===== config.mk =====
export PLATFORM = sky130hd
export DESIGN_NAME = fpx_status_unit
export DESIGN_NICKNAME = d
export VERILOG_FILES = /design/src/rtl/fpx_pkg.sv /design/src/rtl/fpx_resolver.sv /design/src/rtl/fpx_status_reg.sv /design/src/rtl/fpx_status_unit.sv
export SDC_FILE = /design/constraint.sdc
export NUM_CORES = 1
export LEC_CHECK = 0
export ABC_AREA = 1
export BUFFER_PORTS_ARGS = -buffer_cell sky130_fd_sc_hd__buf_2
export CAP_MARGIN = 25
export CORE_ASPECT_RATIO = 0.75
export CORE_MARGIN = 8
export CORE_UTILIZATION = 34
export CTS_BUF_LIST = sky130_fd_sc_hd__clkbuf_8
export DETAILED_ROUTE_END_ITERATION = 10
export GPL_TIMING_DRIVEN = 0
export PLACE_DENSITY = 0.78
export RECOVER_POWER = 25
export SLEW_MARGIN = 30
export SYNTH_ARGS = -nofsm -noshare
export SYNTH_HDL_FRONTEND = slang
export SYNTH_SLANG_ARGS = --single-unit

===== constraint.sdc =====
create_clock -name clk -period 1.1 [get_ports clk]
set_input_delay 0.275 -clock clk [delete_from_list [all_inputs] [get_ports clk]]
set_output_delay 0.275 -clock clk [all_outputs]
set_load 0.01 [all_outputs]

===== src/rtl/fpx_pkg.sv =====
package fpx_pkg;

  // field positions inside the status word
  localparam int TT_LSB  = 0;
  localparam int TT_W    = 3;
  localparam int UEN_BIT = 3;
  localparam int UF_BIT  = 4;
  localparam int IEN_BIT = 5;
  localparam int IF_BIT  = 6;
  localparam int RM_LSB  = 7;
  localparam int RM_W    = 2;

  // positions inside the raw exception flag vector (priority order)
  localparam int EX_UNF = 0;
  localparam int EX_OVF = 1;
  localparam int EX_DVZ = 2;
  localparam int EX_INV = 3;
  localparam int EX_INX = 4;
  localparam int EX_N   = 5;

  typedef enum logic [TT_W-1:0] {
    TC_NONE = 3'd0,
    TC_UNF  = 3'd1,
    TC_OVF  = 3'd2,
    TC_DVZ  = 3'd3,
    TC_ILL  = 3'd4,
    TC_INV  = 3'd5,
    TC_INX  = 3'd6
  } trap_code_e;

  typedef struct packed {
    trap_code_e code;
    logic       quit;
    logic       zero;
    logic       set_uf;
    logic       set_if;
  } verdict_t;

endpackage


===== src/rtl/fpx_resolver.sv =====
module fpx_resolver
  import fpx_pkg::*;
(
  input  logic            exc_valid,
  input  logic [EX_N-1:0] flags,
  input  logic            illegal,
  input  logic            unf_en,
  input  logic            inx_en,
  output verdict_t        verdict
);

  // first-present exception wins; only underflow and inexact are maskable
  function automatic verdict_t judge(input logic [EX_N-1:0] f, input logic ill,
                                     input logic uen, input logic ien);
    verdict_t v;
    v = '{code: TC_NONE, quit: 1'b0, zero: 1'b0, set_uf: 1'b0, set_if: 1'b0};
    if (ill) begin
      v.code = TC_ILL;
      v.quit = 1'b1;
    end else if (f[EX_UNF]) begin
      v.code   = TC_UNF;
      v.set_uf = 1'b1;
      v.quit   = uen;
      v.zero   = ~uen;
    end else if (f[EX_OVF]) begin
      v.code = TC_OVF;
      v.quit = 1'b1;
    end else if (f[EX_DVZ]) begin
      v.code = TC_DVZ;
      v.quit = 1'b1;
    end else if (f[EX_INV]) begin
      v.code = TC_INV;
    end else if (f[EX_INX]) begin
      v.code   = TC_INX;
      v.set_if = 1'b1;
      v.quit   = ien;
    end
    return v;
  endfunction

  verdict_t raw;

  always_comb begin
    raw = judge(flags, illegal, unf_en, inx_en);
    if (exc_valid) verdict = raw;
    else           verdict = '{code: TC_NONE, quit: 1'b0, zero: 1'b0, set_uf: 1'b0, set_if: 1'b0};
  end

endmodule


===== src/rtl/fpx_status_reg.sv =====
module fpx_status_reg
  import fpx_pkg::*;
#(
  parameter int REG_W = 16
) (
  input  logic             clk,
  input  logic             rst_n,
  input  logic             ld_en,
  input  logic [REG_W-1:0] ld_val,
  input  logic             upd_en,
  input  verdict_t         verdict,
  input  logic             clr_tt,
  output logic [REG_W-1:0] stat_q
);

  logic [REG_W-1:0] stat_d;
  logic [REG_W-1:0] tt_mask;

  always_comb begin
    tt_mask = '0;
    tt_mask[TT_LSB +: TT_W] = '1;
  end

  // load beats evaluate, evaluate beats a bare start strobe
  always_comb begin
    stat_d = stat_q;
    if (ld_en) begin
      stat_d = ld_val;
    end else if (upd_en) begin
      stat_d = stat_q & ~tt_mask;
      stat_d[TT_LSB +: TT_W] = verdict.code;
      stat_d[UF_BIT] = stat_q[UF_BIT] | verdict.set_uf;
      stat_d[IF_BIT] = stat_q[IF_BIT] | verdict.set_if;
    end else if (clr_tt) begin
      stat_d = stat_q & ~tt_mask;
    end
  end

  always_ff @(posedge clk or negedge rst_n) begin
    if (!rst_n) stat_q <= '0;
    else        stat_q <= stat_d;
  end

  AST_LOAD_WINS: assert property (@(posedge clk) disable iff (!rst_n)
    ld_en |=> stat_q == $past(ld_val));

  AST_UF_STICKY: assert property (@(posedge clk) disable iff (!rst_n)
    (!ld_en && stat_q[UF_BIT]) |=> stat_q[UF_BIT]);

  AST_IF_STICKY: assert property (@(posedge clk) disable iff (!rst_n)
    (!ld_en && stat_q[IF_BIT]) |=> stat_q[IF_BIT]);

  AST_START_CLEARS: assert property (@(posedge clk) disable iff (!rst_n)
    (clr_tt && !ld_en && !upd_en) |=> stat_q[TT_LSB +: TT_W] == '0);

  AST_NO_RESERVED: assert property (@(posedge clk) disable iff (!rst_n)
    !ld_en |=> (stat_q[TT_LSB +: TT_W] != 3'd7 || $past(stat_q[TT_LSB +: TT_W]) == 3'd7));

endmodule


===== src/rtl/fpx_status_unit.sv =====
module fpx_status_unit
  import fpx_pkg::*;
#(
  parameter int REG_W  = 16,
  parameter int OPND_W = 32
) (
  input  logic              clk,
  input  logic              rst_n,
  input  logic              op_start,
  input  logic              exc_valid,
  input  logic [EX_N-1:0]   exc_flags,
  input  logic              illegal,
  input  logic              ld_en,
  input  logic [OPND_W-1:0] ld_data,
  output logic [REG_W-1:0]  status_q,
  output logic [OPND_W-1:0] store_data,
  output logic [RM_W-1:0]   round_mode,
  output logic              quit,
  output logic              suppress,
  output logic              zero_result
);

  localparam int PAD_W = OPND_W - REG_W;

  verdict_t         verdict;
  logic [REG_W-1:0] stat;

  fpx_resolver u_resolve (
    .exc_valid (exc_valid),
    .flags     (exc_flags),
    .illegal   (illegal),
    .unf_en    (stat[UEN_BIT]),
    .inx_en    (stat[IEN_BIT]),
    .verdict   (verdict)
  );

  fpx_status_reg #(.REG_W(REG_W)) u_reg (
    .clk     (clk),
    .rst_n   (rst_n),
    .ld_en   (ld_en),
    .ld_val  (ld_data[REG_W-1:0]),
    .upd_en  (exc_valid),
    .verdict (verdict),
    .clr_tt  (op_start),
    .stat_q  (stat)
  );

  assign status_q    = stat;
  assign store_data  = {{PAD_W{1'b0}}, stat};
  assign round_mode  = stat[RM_LSB +: RM_W];
  assign quit        = verdict.quit;
  assign suppress    = verdict.quit;
  assign zero_result = verdict.zero;

  AST_OVF_DVZ_TRAP: assert property (@(posedge clk) disable iff (!rst_n)
    (exc_valid && !illegal && !exc_flags[EX_UNF] && (exc_flags[EX_OVF] || exc_flags[EX_DVZ]))
      |-> quit);

  AST_INVALID_QUIET: assert property (@(posedge clk) disable iff (!rst_n)
    (exc_valid && !illegal && exc_flags == 5'b01000) |-> (!quit && !zero_result));

  AST_FLUSH_NO_TRAP: assert property (@(posedge clk) disable iff (!rst_n)
    zero_result |-> (!quit && exc_flags[EX_UNF] && !status_q[UEN_BIT]));

  AST_IDLE_QUIET: assert property (@(posedge clk) disable iff (!rst_n)
    !exc_valid |-> (!quit && !suppress && !zero_result));

  AST_ILLEGAL_TRAP: assert property (@(posedge clk) disable iff (!rst_n)
    (exc_valid && illegal && !ld_en) |=> (status_q[2:0] == 3'd4
      && status_q[4] == $past(status_q[4]) && status_q[6] == $past(status_q[6])));

endmodule


==> results of run 1 <==
[through the flow]
step           instances  power (mW)  worst slack (ns)  area (sq um)  setup TNS, ns
2_1_floorplan        148        1.02           -0.0445          1120        -0.0445
3_3_place_gp         248        1.23            -0.228          1480         -0.428
3_5_place_dp         248        1.24            -0.238          1480         -0.458
4_1_cts              248        1.85            -0.337          1660          -2.14
5_1_grt              253        1.97            -0.396          1720          -2.61
6_report             253        1.86            -0.318          1720          -1.99
[Yosys cell counts (2+ instances only)]
cell      n  area (sq um)
buf_4    37           278
o21ai_0   2          10.0
nand2_1  47           176
nor2_1    3          11.3
nand3_1   9          45.0
buf_2     2          10.0
inv_1     6          22.5
dfrtp_1  16           400
[area by class of cell]
class | instances | area, sq um
multi-input cells | 84 | 393
repair buffers | 74 | 553
flip-flops and latches | 16 | 400
clock buffers | 4 | 55.1
plain buffers | 29 | 238
inverters | 8 | 30.0
well taps | 38 | 47.5
fillers | 274 | 1220
[report_power, final]
group,leakage (nW),internal [mW],switching (mW)
Combinational,0.779,0.377,0.280
Clock,0.0288,0.317,0.191
Sequential,0.195,0.642,0.0508
[worst max-delay path by stage]
stage	start	to	slack (ns)	cells after the start
after global routing	u_reg.stat_q[3]$_DFFE_PN0P_	suppress	-0.40	6
after global placement	illegal	suppress	-0.23	7
after CTS	u_reg.stat_q[3]$_DFFE_PN0P_	suppress	-0.34	6
after detailed placement	illegal	suppress	-0.24	7
final	u_reg.stat_q[3]$_DFFE_PN0P_	suppress	-0.32	6
after floorplan	u_reg.stat_q[3]$_DFFE_PN0P_	suppress	-0.04	5
[kinds of logic after synthesis]
logic type | count (synthesis) | share of synthesized area, %
buf+inv | 48 | 31.9
mux | 1 | 0.962
other cells | 1 | 0.360
simple gates | 63 | 26.0
compound gates | 4 | 2.40
flops | 16 | 38.5
[timing repair]
item / CTS / global route
endpoints found under the setup margin: 24 / 24
buffers inserted: 6 / 7
pin swaps: 1 / 2
endpoints found under the hold margin: 16 / 0
hold buffers: 1 / 0
resized for setup: 29 / 4
[routing by layer]
layer | share of wire, % | up-vias
met5 | 0 | -
met4 | 0.89 | 0
met3 | 7.6 | 2
met2 | 51 | 38
met1 | 40 | 446
li1 | - | 515
[worst reg2reg max path, stage by stage (launching register included)]
cell	delay, ns
dfrtp_1	0.43
buf_4	0.15
nand2_1	0.05
nand2_1	0.05
==> flow_metrics.tcl, run 1 <==
set metrics [dict create \
    status "complete, but fails checks" \
    violations "setup timing" \
    finish.utilization_pct 58.5 \
    insertion_delay_ns 0.24 \
    synth_edf_count 0 \
    wl_mm 2.91 \
    cp-end-kind "output pin" \
    ir_drop_uv 665 \
    period_share_pct 129 \
    grt_pass1_vias 1012 \
    root_buffer "clkbuf_8" \
    grt_setup_unrepaired "true" \
    hold_path_end "u_reg.stat_q[14]$_DFFE_PN0P_" \
    port_buffers 62 \
    cp_data_arrival_time_ns 1.14 \
    clock_path_buffers 2 \
    placementRows 17 \
    hp-class "in -> reg" \
    yosysWarnings 0 \
    place.gp.congestion 0.905 \
    nNetsFinal 259 \
    ys_seq_elements 16 \
    p_leak_nw 1.00 \
    wl_per_cell_um 11.5 \
    slew_violations 0 \
    critPathSlowestCell "dfrtp_1" \
    tritoncts "done" \
    required_ns 0.82 \
    critPathMaxStageDelay_ns 0.39 \
    vias_per_cell 3.96 \
    grtUsageMet2_pct 20.0 \
    min_from "ld_data[14]" \
    synth.distinct_cells 19 \
    reg2reg_to "u_reg.stat_q[8]$_DFFE_PN0P_" \
    cts_max_level 1 \
    async_flop_share_pct 100 \
    grtUsageMet1_pct 12.3 \
    final_cell_mix "nand2_1 (46), buf_2 (39), buf_4 (31), buf_6 (31)" \
    setup_viol 12 \
    grt-ovfl-total 0 \
    cts_buffers 3 \
    synthFlopType "dfrtp_1" \
    vias 1001 \
    ios 96 \
    grt_antenna_before_repair 0 \
    dr.first_iter.drc_count 50 \
    largestRegisters "u_reg.stat_q: 16 flops" \
    final_common_cell "nand2_1" \
    grt_usage_pct 11.1 \
    diodes 0 \
    crit_chain "inv_2 > nand3_2 > nand2_2 > a31oi_4 > buf_6 > buf_6" \
    finalWorstSetupSlack_ns -0.318 \
    hold_slack_ns 0.226 \
    cp_top_family "flip-flops" \
    ys_seq_area_share_pct 38.5 \
    fin_crit_ns 1.42 \
    top_usage_layer "met2" \
    syn-instance-count 133 \
    r2r_setup_slack_ns 0.31 \
    finalHoldViolations 0 \
    synth.avg_cell_area_sq_um 7.83 \
    die-area_sq_um 5110 \
    crit_path_frequent_cell "buf_6" \
    drc 0 \
    fmax_mhz 705 \
    initial_core_util_pct 35.5 \
    final_antenna_net_count 0 \
    top_register "u_reg.stat_q" \
    dp_hpwl_mm 2.39 \
    whs_path_depth 3 \
    fin_worst_skew_ns 0 \
    critical_path.max_fanout 2 \
    reg2reg_from "u_reg.stat_q[8]$_DFFE_PN0P_" \
    core-area_sq_um 2940 \
    crit_path_start_kind "flip-flop" \
    grt_util_met3_pct 3.35 \
    chipWidth_um 79.9 \
    power.density_nw_per_um2 1080 \
    die_h_um 63.9 \
    cap_violations 0 \
    r2r_cells 3 \
    area_growth_pct 64.9 \
    grt_max_degree 17 \
    path_clk_slew_ns 0.06 \
    grt_pass1_wl_mm 4.57 \
    dr.pass1.iters 4 \
    largest_register_ffs 16 \
    worstSetupPathType "reg -> out" \
    worst-path-buf-inv 3 \
    layout-drive-gt1-share_pct 53.5 \
    syn_area_sq_um 1040 \
    cts.sinks 16 \
]
Power figures use the tool's default switching activity.
==> run 2, diff against run 1 <==
CORE_MARGIN = 2   (was 8)
SETUP_SLACK_MARGIN = 0.4   (was not set)
clock period = 1.3 ns   (was 1.1 ns; I/O delays follow)
==> flow_metrics.tcl, run 2 (synthesized netlist as in run 1, its figures left out) <==
set metrics [dict create \
    grt_setup_unrepaired "true" \
    nNetsFinal 267 \
    largest_register_ffs 16 \
    grt_max_degree 17 \
    fillCellCount 262 \
    insertion_delay_ns 0.24 \
    fmax_mhz 690 \
    grt_pass1_vias 933 \
    setup_viol 7 \
    status "complete, but fails checks" \
    grt-ovfl-total 0 \
    period_share_pct 111 \
    cp-end-kind "output pin" \
    highest_layer "met3" \
    port_buffers 62 \
    final_cell_mix "nand2_1 (46), buf_6 (45), buf_2 (42)" \
    setup_tns_ns -0.607 \
    crit_chain "nand3_2 > a31oi_4 > buf_6 > buf_6" \
    seqCellArea_sq_um 400 \
    largestRegisters "u_reg.stat_q: 16 flops" \
    hp-class "in -> reg" \
    grt_pass1_wl_mm 3.95 \
    total_power_mw 1.55 \
    finalWorstSetupSlack_ns -0.149 \
    grt_usage_pct 15.1 \
    dr.first_iter.drc_count 24 \
    tritoncts "done" \
    worstSetupPathType "reg -> out" \
    multi_input_area_sq_um 400 \
    drc 0 \
    placed_area_sq_um 1490 \
    final_common_cell "nand2_1" \
    chipWidth_um 67.9 \
    core-area_sq_um 2940 \
    root_buffer "clkbuf_8" \
    place.gp.congestion 0.855 \
    critPathMaxStageDelay_ns 0.38 \
    wl_mm 2.51 \
    fin_crit_ns 1.45 \
    fin_area_sq_um 1830 \
    die-area_sq_um 3530 \
    crit_path_frequent_cell "buf_6" \
    wl_per_cell_um 9.66 \
    cp_data_arrival_time_ns 1.12 \
    fin_worst_skew_ns 0 \
    top_register "u_reg.stat_q" \
    cts_max_level 1 \
    cts_buffers 3 \
    power.density_nw_per_um2 851 \
    finalHoldViolations 0 \
    slew_violations 0 \
    dr.pass1.iters 3 \
    critPathSlowestCell "dfrtp_1" \
    vias_per_cell 3.89 \
    required_ns 0.98 \
    p_leak_nw 1.05 \
    initial_core_util_pct 35.5 \
    ir_drop_uv 471 \
    finish.utilization_pct 62.2 \
    hold_slack_ns 0.280 \
    clock_path_buffers 2 \
    path_clk_slew_ns 0.06 \
    violations "setup timing" \
    layout-drive-gt1-share_pct 57.2 \
    grt_antenna_before_repair 0 \
    met1_length_mm 1.03 \
    cap_violations 0 \
    met2_length_mm 1.29 \
    vias 1011 \
    crit_path_start_kind "flip-flop" \
    dp_hpwl_mm 1.87 \
    placementRows 17 \
    cts.sinks 16 \
    diodes 0 \
    area_growth_pct 75.4 \
    critical_path.max_fanout 2 \
    ios 96 \
    die_h_um 51.9 \
    wl_met3_um 200 \
    final_antenna_net_count 0 \
]
-- run 2: final timing paths --
check                                             startpoint                      endpoint  slack [ns]  depth (start not counted)
worst min-delay path                              ld_data[8]   u_reg.stat_q[8]$_DFFE_PN0P_        0.28                          3
worst max-delay path             u_reg.stat_q[5]$_DFFE_PN0P_                      suppress       -0.15                          4
max in group asynchronous                              rst_n   u_reg.stat_q[0]$_DFFE_PN0P_        0.49                          2
worst min register to register  u_reg.stat_q[15]$_DFFE_PN0P_  u_reg.stat_q[15]$_DFFE_PN0P_        0.51                          2
min in group asynchronous                              rst_n   u_reg.stat_q[4]$_DFFE_PN0P_        0.55                          2
worst max register to register   u_reg.stat_q[4]$_DFFE_PN0P_   u_reg.stat_q[4]$_DFFE_PN0P_        0.50                          3
-- run 2: final cells by class --
cell class | count | share of cell area [%]
clock buffer | 3 | 2.26
inverter | 8 | 1.99
buffer | 40 | 20.5
sequential | 16 | 21.9
multi-input combinational | 84 | 21.9
tap | 38 | 2.60
timing repair buffer | 71 | 28.8
-- run 2: per-layer routing --
| metal | track usage [%] | vias up |
|---|---|---|
| met3 | 5.41 | 0 |
| met4 | 2.00 | 0 |
| li1 | - | 531 |
| met2 | 27.1 | 40 |
| met5 | 0 | - |
| met1 | 17.6 | 440 |
-- run 2: worst max-delay path, delay by kind of cell, from the launching register on --
kind / cells / cell delay (ns)
DFF: 1 / 0.38
AOI/OAI and AO/OA: 1 / 0.20
buffers and inverters: 2 / 0.19
and+or+nand+nor: 1 / 0.11
-- run 2: power breakdown --
part           total [mW]  internal (mW)  switching [mW]
clock network       0.352          0.205           0.147
logic               0.614          0.369           0.246
registers           0.587          0.543          0.0436
-- run 2: what timing repair did --
| action | 4_1_cts | 5_1_grt |
|---|---|---|
| hold buffers | 1 | 0 |
| hold endpoints to repair | 5 | 0 |
| setup endpoints to repair | 37 | 37 |
| resized for setup | 37 | 9 |
| setup buffers | 5 | 3 |
| pin swaps | 0 | 0 |
-- run 2: through the flow --
step                std cells  setup WS, ns
finish                    260        -0.149
global route              260        -0.209
detailed placement        248        -0.155
floorplan                 148         0.100
global placement          248        -0.142
CTS                       257        -0.163
==> run 3, diff against run 2 <==
CORE_UTILIZATION = 33   (was 34)
CTS_BUF_LIST = not set   (was sky130_fd_sc_hd__clkbuf_8)
PLACE_DENSITY = 0.76   (was 0.78)
==> flow_metrics.tcl, run 3 (synthesized netlist as in run 1, its figures left out) <==
set metrics [dict create \
    nNetsFinal 272 \
    top_register "u_reg.stat_q" \
    pwr-share-clk_pct 22.4 \
    root_buffer "clkbuf_8" \
    hp-class "in -> reg" \
    critical_path.max_fanout 2 \
    initial_core_util_pct 35.0 \
    finalWorstSetupSlack_ns -0.168 \
    grt_pass1_vias 990 \
    layoutNonFillerInstCount 265 \
    dp_hpwl_mm 1.92 \
    fin_area_sq_um 1870 \
    dp.cells 248 \
    grt-ovfl-total 0 \
    crit_path_start_kind "flip-flop" \
    worstSetupPathType "reg -> out" \
    final_cell_mix "nand2_1 (46), buf_6 (45), buf_2 (40)" \
    p_int_mw 1.13 \
    die-area_sq_um 3620 \
    preCtsSetupSlack_ns -0.163 \
    cts_buffers 3 \
    largest_register_ffs 16 \
    grt_usage_pct 15.0 \
    p_leak_nw 1.07 \
    cts_max_level 1 \
    diodes 0 \
    swShare_pct 28.1 \
    cap_violations 0 \
    min_from "ld_data[9]" \
    fin_crit_ns 1.47 \
    cp-end-kind "output pin" \
    slew_violations 0 \
    die_h_um 52.6 \
    vias 1035 \
    final_antenna_net_count 0 \
    largestRegisters "u_reg.stat_q: 16 flops" \
    cts.sinks 16 \
    grt_max_degree 17 \
    tritoncts "done" \
    drc 0 \
    power.share.sequential_pct 37.3 \
    chipWidth_um 68.9 \
    crit_start "u_reg.stat_q[3]$_DFFE_PN0P_" \
    finalHoldViolations 0 \
    placementRows 17 \
    comb_power_share_pct 40.3 \
    grt_setup_unrepaired "true" \
    ios 96 \
    violations "setup timing" \
    required_ns 0.98 \
    status "complete, but fails checks" \
    period_share_pct 113 \
    wl_per_cell_um 9.70 \
    final_common_cell "nand2_1" \
    vias_per_cell 3.91 \
    cp_data_arrival_time_ns 1.14 \
    clock_path_buffers 2 \
    area_growth_pct 79.2 \
    reg2reg_from "u_reg.stat_q[4]$_DFFE_PN0P_" \
    dr.pass1.iters 3 \
    hold_slack_ns 0.280 \
    path_clk_slew_ns 0.06 \
    grt_antenna_before_repair 0 \
    power.density_nw_per_um2 845 \
    wl_mm 2.57 \
    insertion_delay_ns 0.24 \
    setup_viol 7 \
    grt_pass1_wl_mm 3.97 \
    fmax_mhz 681 \
    place.gp.congestion 0.796 \
    placed_area_sq_um 1490 \
    ir_drop_uv 600 \
    fin_worst_skew_ns 0 \
    netSwitchingPower_mw 0.442 \
    port_buffers 62 \
    layout-drive-gt1-share_pct 57.7 \
    total_power_mw 1.58 \
    core-area_sq_um 2980 \
    dr.first_iter.drc_count 53 \
]
[run 3: changes by cell type in the layout (fill, tap and decap cells not counted), sizes merged]
| cell | before | now |
|---|---|---|
| clkbuf | 3 | 4 |
| buf | 110 | 114 |
[run 3: power by group through the flow]
stage	registers, mW	clock network, mW	logic (mW)
final	0.588	0.353	0.635
after CTS	0.586	0.371	0.610
after global placement	0.587	0	0.448
after detailed placement	0.589	0	0.453
after floorplan	0.603	0	0.266
after global routing	0.594	0.390	0.701
[run 3: cell type report]
cell class	instances	area (sq um)
fill	265	1110
timing repair buffer	76	572
sequential	16	400
multi-input combinational	84	398
buffer	40	370
tap	38	47.5
clock buffer	3	41.3
inverter	8	36.3
[run 3: routing by layer]
metal / vias to the layer above / share of wire, % / routed length (um) / GRT usage (%)
met4: 0 / 0 / 0 / 0.980
met3: 0 / 8.8 / 226 / 6.24
met1: 449 / 39 / 1000 / 16.1
li1: 545 / - / - / -
met2: 41 / 52 / 1340 / 28.5
met5: - / 0 / 0 / 0
[run 3: final timing paths]
kind                                                end  slack [ns]  cells past startpoint
min reg2reg                u_reg.stat_q[12]$_DFFE_PN0P_        0.54                      2
max                                            suppress       -0.17                      6
max reg2reg                 u_reg.stat_q[4]$_DFFE_PN0P_        0.51                      3
max in group asynchronous   u_reg.stat_q[0]$_DFFE_PN0P_        0.59                      2
min in group asynchronous   u_reg.stat_q[4]$_DFFE_PN0P_        0.52                      2
min                         u_reg.stat_q[9]$_DFFE_PN0P_        0.28                      3
[run 3: repair_timing]
item / in CTS / in global routing
hold buffers: 1 / 0
resized for setup: 42 / 4
hold endpoints to repair: 16 / 0
pin swaps: 0 / 0
buffers inserted: 9 / 4
endpoints found under the setup margin: 37 / 53
[run 3: stage by stage]
stage	setup TNS, ns	util, %
2_1_floorplan	0	-
3_3_place_gp	-0.229	50.0
3_5_place_dp	-0.258	50.0
4_1_cts	-0.526	61.0
5_1_grt	-1.06	62.6
6_report	-0.708	62.6
[run 3: worst max-delay path, stage by stage, from the launching register on]
cell	delay [ns]
dfrtp_1	0.36
inv_2	0.05
nand3_2	0.08
nand2_2	0.06
a31oi_4	0.15
buf_6	0.11
buf_6	0.09
